$ cat src/rtl/bl_pwm.sv
module bl_pwm #(
  parameter int DIV_W    = 10,
  parameter int PER_W    = 12,
  parameter int HI_W     = 13,
  parameter int DFLT_PER = 7,
  parameter int DFLT_HI  = 3
) (
  input  logic        clk,
  input  logic        rst_n,
  input  logic        wr_en,
  input  logic        rd_en,
  input  logic [2:0]  addr,
  input  logic [31:0] wdata,
  output logic [31:0] rdata,
  output logic        pwm_o
);
  localparam logic [2:0] A_EN  = 3'd0;
  localparam logic [2:0] A_C0  = 3'd1;
  localparam logic [2:0] A_C1  = 3'd2;
  localparam logic [2:0] A_CMT = 3'd3;
  localparam logic [2:0] A_DBG = 3'd4;
  localparam int DIV_LSB = 16;
  localparam int HI_LSB  = 16;
  localparam int SEL_BIT = 1;

  logic             en_q, s_sel, s_cmt, pend, w_sel;
  logic [1:0]       s_dbg;
  logic [DIV_W-1:0] s_div, w_div, pcnt;
  logic [PER_W-1:0] s_per, w_per, cnt, per_eff;
  logic [HI_W-1:0]  s_hi, w_hi, hi_eff;
  logic             tick, wrap, byp, bw, ld;

  assign per_eff = w_sel ? w_per : PER_W'(DFLT_PER);
  assign hi_eff  = w_sel ? w_hi  : HI_W'(DFLT_HI);
  assign tick    = en_q && (pcnt >= w_div);
  assign wrap    = tick && (cnt >= per_eff);
  assign byp     = (s_dbg == 2'b11);
  assign bw      = wr_en && byp && (addr == A_C0 || addr == A_C1);
  assign ld      = pend && (!en_q || wrap);
  assign pwm_o   = en_q && (HI_W'(cnt) < hi_eff);

  logic unused_bits;
  assign unused_bits = ^{wdata[31:29], wdata[15:12]};

  always_ff @(posedge clk) begin
    if (!rst_n) begin
      en_q <= 1'b0; s_sel <= 1'b0; s_cmt <= 1'b0; pend <= 1'b0; s_dbg <= '0;
      s_div <= '0; s_per <= '0; s_hi <= '0;
      w_div <= '0; w_per <= '0; w_hi <= '0; w_sel <= 1'b0;
    end else begin
      if (ld) begin
        w_div <= s_div; w_per <= s_per; w_hi <= s_hi; w_sel <= s_sel;
        pend  <= 1'b0;
      end
      if (wr_en) begin
        case (addr)
          A_EN: en_q <= wdata[0];
          A_C0: begin
            s_div <= wdata[DIV_LSB +: DIV_W];
            s_sel <= wdata[SEL_BIT];
            if (byp) begin
              w_div <= wdata[DIV_LSB +: DIV_W];
              w_sel <= wdata[SEL_BIT];
            end
          end
          A_C1: begin
            s_per <= wdata[PER_W-1:0];
            s_hi  <= wdata[HI_LSB +: HI_W];
            if (byp) begin
              w_per <= wdata[PER_W-1:0];
              w_hi  <= wdata[HI_LSB +: HI_W];
            end
          end
          A_CMT: begin
            s_cmt <= wdata[0];
            if (wdata[0] && !s_cmt) pend <= 1'b1;
          end
          A_DBG: s_dbg <= wdata[1:0];
          default: ;
        endcase
      end
    end
  end

  always_ff @(posedge clk) begin
    if (!rst_n || !en_q) begin
      pcnt <= '0;
      cnt  <= '0;
    end else if (tick) begin
      pcnt <= '0;
      cnt  <= wrap ? '0 : cnt + 1'b1;
    end else begin
      pcnt <= pcnt + 1'b1;
    end
  end

  always_ff @(posedge clk) begin
    if (!rst_n) rdata <= '0;
    else if (rd_en) begin
      rdata <= '0;
      case (addr)
        A_EN:  rdata[0] <= en_q;
        A_C0:  begin
          rdata[DIV_LSB +: DIV_W] <= s_div;
          rdata[SEL_BIT] <= s_sel;
        end
        A_C1:  begin
          rdata[PER_W-1:0] <= s_per;
          rdata[HI_LSB +: HI_W] <= s_hi;
        end
        A_CMT: rdata[0] <= s_cmt;
        A_DBG: rdata[1:0] <= s_dbg;
        default: ;
      endcase
    end
  end
endmodule

$ cat config.mk
export PLATFORM = sky130hd
export DESIGN_NAME = bl_pwm
export DESIGN_NICKNAME = d
export VERILOG_FILES = /design/src/rtl/bl_pwm.sv
export SDC_FILE = /design/constraint.sdc
export NUM_CORES = 1
export LEC_CHECK = 0
export CAP_MARGIN = 20
export CORE_UTILIZATION = 60
export CTS_CLUSTER_SIZE = 25
export DETAILED_ROUTE_END_ITERATION = 8
export PLACE_DENSITY = 0.81
export SLEW_MARGIN = 20
export SYNTH_ARGS = -nofsm -noshare
export SYNTH_HDL_FRONTEND = slang
export SYNTH_SLANG_ARGS = --single-unit
$ cat constraint.sdc
create_clock -name clk -period 6.3 [get_ports clk]
set_input_delay 1.26 -clock clk [delete_from_list [all_inputs] [get_ports clk]]
set_output_delay 1.26 -clock clk [all_outputs]
set_load 0.03 [all_outputs]
Yosys cells after proc, flatten, opt, wreduce, memory -nomap -nowiden
Cells that the tools add are included.

Bits in registers: 124. Input bits: 39. Output and inout bits: 33. Logic and storage cells: 70.

Add/sub/neg operators: 2. Order comparisons: 3. Eq/ne operators: 5. Multiplexer cells: 28. Reductions and logical operators: 17.

Operators with widths (number): $mux 12 (6); $mux 13 (5); $mux 10 (5); $pmux 10 s2 (1); $lt 12x13->1 (1); $add 12x1->12 const B (1); $ge 12x12->1 (1); $add 10x1->10 const B (1); $ge 10x10->1 (1); $reduce_and 2->1 (5); $mux 1 (8); $eq 3x2->1 const B (2); $logic_and 1x1->1 (5); $pmux 1 s4 (1); $eq 3x1->1 const B (1); $eq 3x3->1 const B (1); $logic_not 1->1 (3); $logic_not 3->1 (1); $mux 3 (1); $pmux 1 s3 (1); $eq 2x2->1 const B (1); $logic_or 1x1->1 (2); $reduce_or 2->1 (1).

Depth between registers and ports, before layout
Depth in word-level cells: 9. Gate-level depth with buffers: 13. Gate-level depth less buffers: 9.

Worst setup path after synthesis
No wires, ideal clock.

Kind: register to output. Start: register w_sel. End: output pwm_o. Arrival: 2.022 ns. Required time: 5.040 ns. Slack: 3.018 ns. Stages on the path, launching flop included: 11. Buffers on the path: 2. Path through: dfxtp_1 -> clkbuf_1 -> clkbuf_1 -> nand2_1 -> ha_1 -> a21oi_1 -> nor2b_1 -> o21ai_0 -> a21oi_1 -> nor3b_1 -> o31a_1.

Longest elaborated chain between the ends: 3.

RTL lines: from (decl) (RTL line 26) `logic en_q, s_sel, s_cmt, pend, w_sel;`; from (signal assigned) (RTL line 52) `w_div <= s_div; w_per <= s_per; w_hi <= s_hi; w_sel <= s_sel;`; from (signal assigned) (RTL line 63) `w_sel <= wdata[SEL_BIT];`; $mux 13 (RTL line 34) `assign hi_eff = w_sel ? w_hi : HI_W'(DFLT_HI);`; $lt 12x13->1 (RTL line 40) `assign pwm_o = en_q && (HI_W'(cnt) < hi_eff);`; $logic_and 1x1->1 (RTL line 40); to (decl) (RTL line 15) `output logic pwm_o`.

Every way passes these cells.

Final worst setup path
Same ends and word-level chain as after synthesis.

==> impl_metrics.json <==
{
  "route.met2.wl_um": 6790,
  "antenna_found_initial": 0,
  "cts_resized": 0,
  "cts.sinks": 124,
  "leakage_uw": 0.00281,
  "clock_path_buffers": 2,
  "nNetsFinal": 813,
  "fill_cells": 733,
  "yosysSeqAreaShare_pct": 40.9,
  "path_cells": "nand2_1 > ha_1 > a21oi_1 > nor2b_1 > o21ai_0 > a21oi_1 > nor3b_1 > o31a_1 > clkdlybuf4s50_1",
  "cts_hold_buf": 0,
  "internal-power_uw": 1480,
  "power_uw": 1880,
  "drt_pre_antenna_iters": 6,
  "n_antenna_cell": 0,
  "grt_overflow": 0,
  "period_share_pct": 74.7,
  "synth_cell_type_count": 45,
  "ioPinCount": 72,
  "htreeDepth": 4,
  "synth-edff-count": 0,
  "worstSetupPathType": "reg -> out",
  "cp_common_cell": "a21oi_1",
  "mostFrequentLayoutCell": "dfxtp_1",
  "place_congestion": 0.830,
  "grt_max_degree": 105,
  "seq_area_um2": 2480,
  "cts_root_buffer": "clkbuf_8",
  "cp-end-kind": "output port",
  "setup_viol": 0,
  "wl_um": 14500,
  "tns_ns": 0,
  "vias": 5067,
  "synth_area_um2": 6070,
  "initial_core_util_pct": 62.1,
  "clock_latency_ns": 0.52,
  "tightest_slew_ns": 1.04,
  "hold_path.class": "reg -> reg",
  "rsz0062_at_grt": "no",
  "fin_ws_ns": 1.59,
  "cts_setup_buffers": 0,
  "drive_gt1_share_pct": 5.19,
  "core_um2": 9770,
  "synthToLayoutAreaGrowth_pct": 18.5,
  "power.share.sequential_pct": 42.4,
  "antenna_left": 0,
  "synth_top_flop_cell": "dfxtp_1",
  "track_usage_pct": 29.0,
  "min_period_ns": 4.71,
  "power.density_nw_per_um2": 261,
  "power_frac_clock_pct": 53.1,
  "initialDrtViolationCount": 270,
  "dr.max_layer_used": "met4",
  "avgSynthCellArea_um2": 8.66,
  "ys_async_sr_fraction_pct": 0,
  "dieHeight_um": 103,
  "die_width_um": 103,
  "power.switching_uw": 403,
  "peakVddDrop_uv": 234,
  "path_clk_slew_ns": 0.06,
  "hold_violations": 0,
  "mostFrequentLayoutCells": "124 x dfxtp_1, 103 x nand2_1, 58 x a21oi_1, 56 x clkdlybuf4s50_1, 41 x mux2i_1",
  "preCtsSetupSlack_ns": 1.79,
  "portBuffers": 57,
  "met1_length_um": 6730,
  "slowest_stage": "dfxtp_1",
  "fmax_ghz": 0.212,
  "multi_input_area_um2": 3250,
  "grt_pass1_wl_um": 23200,
  "synth-seq-cells": 124,
  "cp-start-kind": "register",
  "grt_pass1_vias": 4759,
  "cp.arrival_ns": 3.45,
  "tritoncts": "done",
  "critPathRequiredTime_ns": 5.04,
  "max_stage_delay_ns": 0.88,
  "max_cap_violations": 0,
  "placement_rows": 36,
  "syn_inst": 701,
  "switching_share_pct": 21.5,
  "routedWlPerCell_um": 16.4,
  "cts_buffers": 17,
  "finalMaxSlewViolations": 0,
  "fin_skew_ns": 0.00798,
  "via_per_inst": 5.73,
  "relSlewSlack_pct": 30.2,
  "drc": 0,
  "dr_wl_met3_um": 780,
  "combPwrFrac_pct": 4.4,
  "critical_path.max_fanout": 27,
  "yosys_warnings": 0,
  "status": "completed",
  "hpwl_um": 9510,
  "dieArea_um2": 10500
}
-- area by class of cell --
type	count	share of cell area (%)
inverter	25	1.30
multi-input combinational	509	45.1
clock inverter	12	2.35
timing repair buffer	62	8.38
clock buffer	20	6.05
tap	133	2.31
sequential	124	34.5
-- cell families (layout without fill, tap and decap cells) --
| kind of cell | count (synthesis) | in the layout | share of synthesized area [%] |
|---|---|---|---|
| compound gates | 178 | 178 | 18.4 |
| xor+xnor | 18 | 18 | 2.60 |
| fa+ha+maj | 35 | 35 | 7.21 |
| buf+inv | 74 | 119 | 6.02 |
| flops | 124 | 124 | 40.9 |
| mux | 41 | 41 | 6.76 |
| other cells | 1 | 7 | 0.0618 |
| simple gates | 230 | 230 | 18.1 |
-- critical path: cells and delay by family, from the launching register on --
family / cells / cell delay (ns)
compound gates: 4 / 0.60
fa+ha+maj: 1 / 0.34
buf+inv: 1 / 0.68
flops: 1 / 0.88
simple gates: 3 / 0.43
-- final timing paths --
path / endpoint / from / slack [ns] / cells past startpoint
worst min-delay path: pcnt[0]$_SDFF_PP0_ / pcnt[0]$_SDFF_PP0_ / 0.48 / 1
worst max register to register: w_hi[7]$_SDFF_PN0_ / w_sel$_SDFF_PN0_ / 2.44 / 10
worst min register to register: pcnt[0]$_SDFF_PP0_ / pcnt[0]$_SDFF_PP0_ / 0.48 / 1
worst max-delay path: pwm_o / w_sel$_SDFF_PN0_ / 1.59 / 9
-- layer usage --
layer,vias to the layer above,track usage [%]
li1,2476,-
met1,2402,39.4
met2,167,45.6
met3,22,5.22
met4,0,12.0
met5,-,0
-- synthesized netlist by cell type (all sizes together) (2+ instances only) --
cell	count	share of area (%)
dfxtp	124	41
nand2	104	6.5
a21oi	58	4.8
mux2i	41	6.8
o21ai	41	3.4
nor2b	39	4.0
a21boi	37	4.6
clkbuf	36	2.2
ha	35	7.2
nor2	31	1.9
inv	25	1.5
xor2	15	2.2
and2	14	1.4
buf	13	2.2
nand4	13	1.3
nand3	12	0.99
a22oi	11	1.4
o22ai	11	1.1
nand2b	7	0.72
a211oi	5	0.62
a21o	3	0.37
and3	3	0.31
xnor2	3	0.43
a31oi	2	0.45
and4	2	0.29
nor3b	2	0.25
o211a	2	0.33
o211ai	2	0.25
-- power by group through the flow --
stage / registers (uW) / logic, uW / clock network, uW
3_5_place_dp: 814 / 82.4 / 0
4_1_cts: 797 / 82.9 / 1010
3_3_place_gp: 814 / 80.3 / 0
5_1_grt: 798 / 90.6 / 1050
6_report: 797 / 83.5 / 999
2_1_floorplan: 814 / 48.7 / 0
-- through the flow --
step | std cells | instance area, um^2 | utilization, % | hold WS (ns)
after floorplan | 707 | 6090 | - | 0.437
after global placement | 853 | 6590 | 67.4 | 0.459
after detailed placement | 853 | 6590 | 67.4 | 0.466
after CTS | 885 | 7200 | 73.6 | 0.483
after global routing | 885 | 7200 | 73.6 | 0.493
final | 885 | 7200 | 73.6 | 0.480
-- state kept, by name, indices dropped and copies added (netlist names) --
name	count
cnt	12
en_q	1
pcnt	10
pend	1
rdata	25
s_cmt	1
s_dbg	2
s_div	10
s_hi	13
s_per	12
s_sel	1
w_div	10
w_hi	13
w_per	12
w_sel	1
No activity file was read; power rests on OpenSTA's default activity.
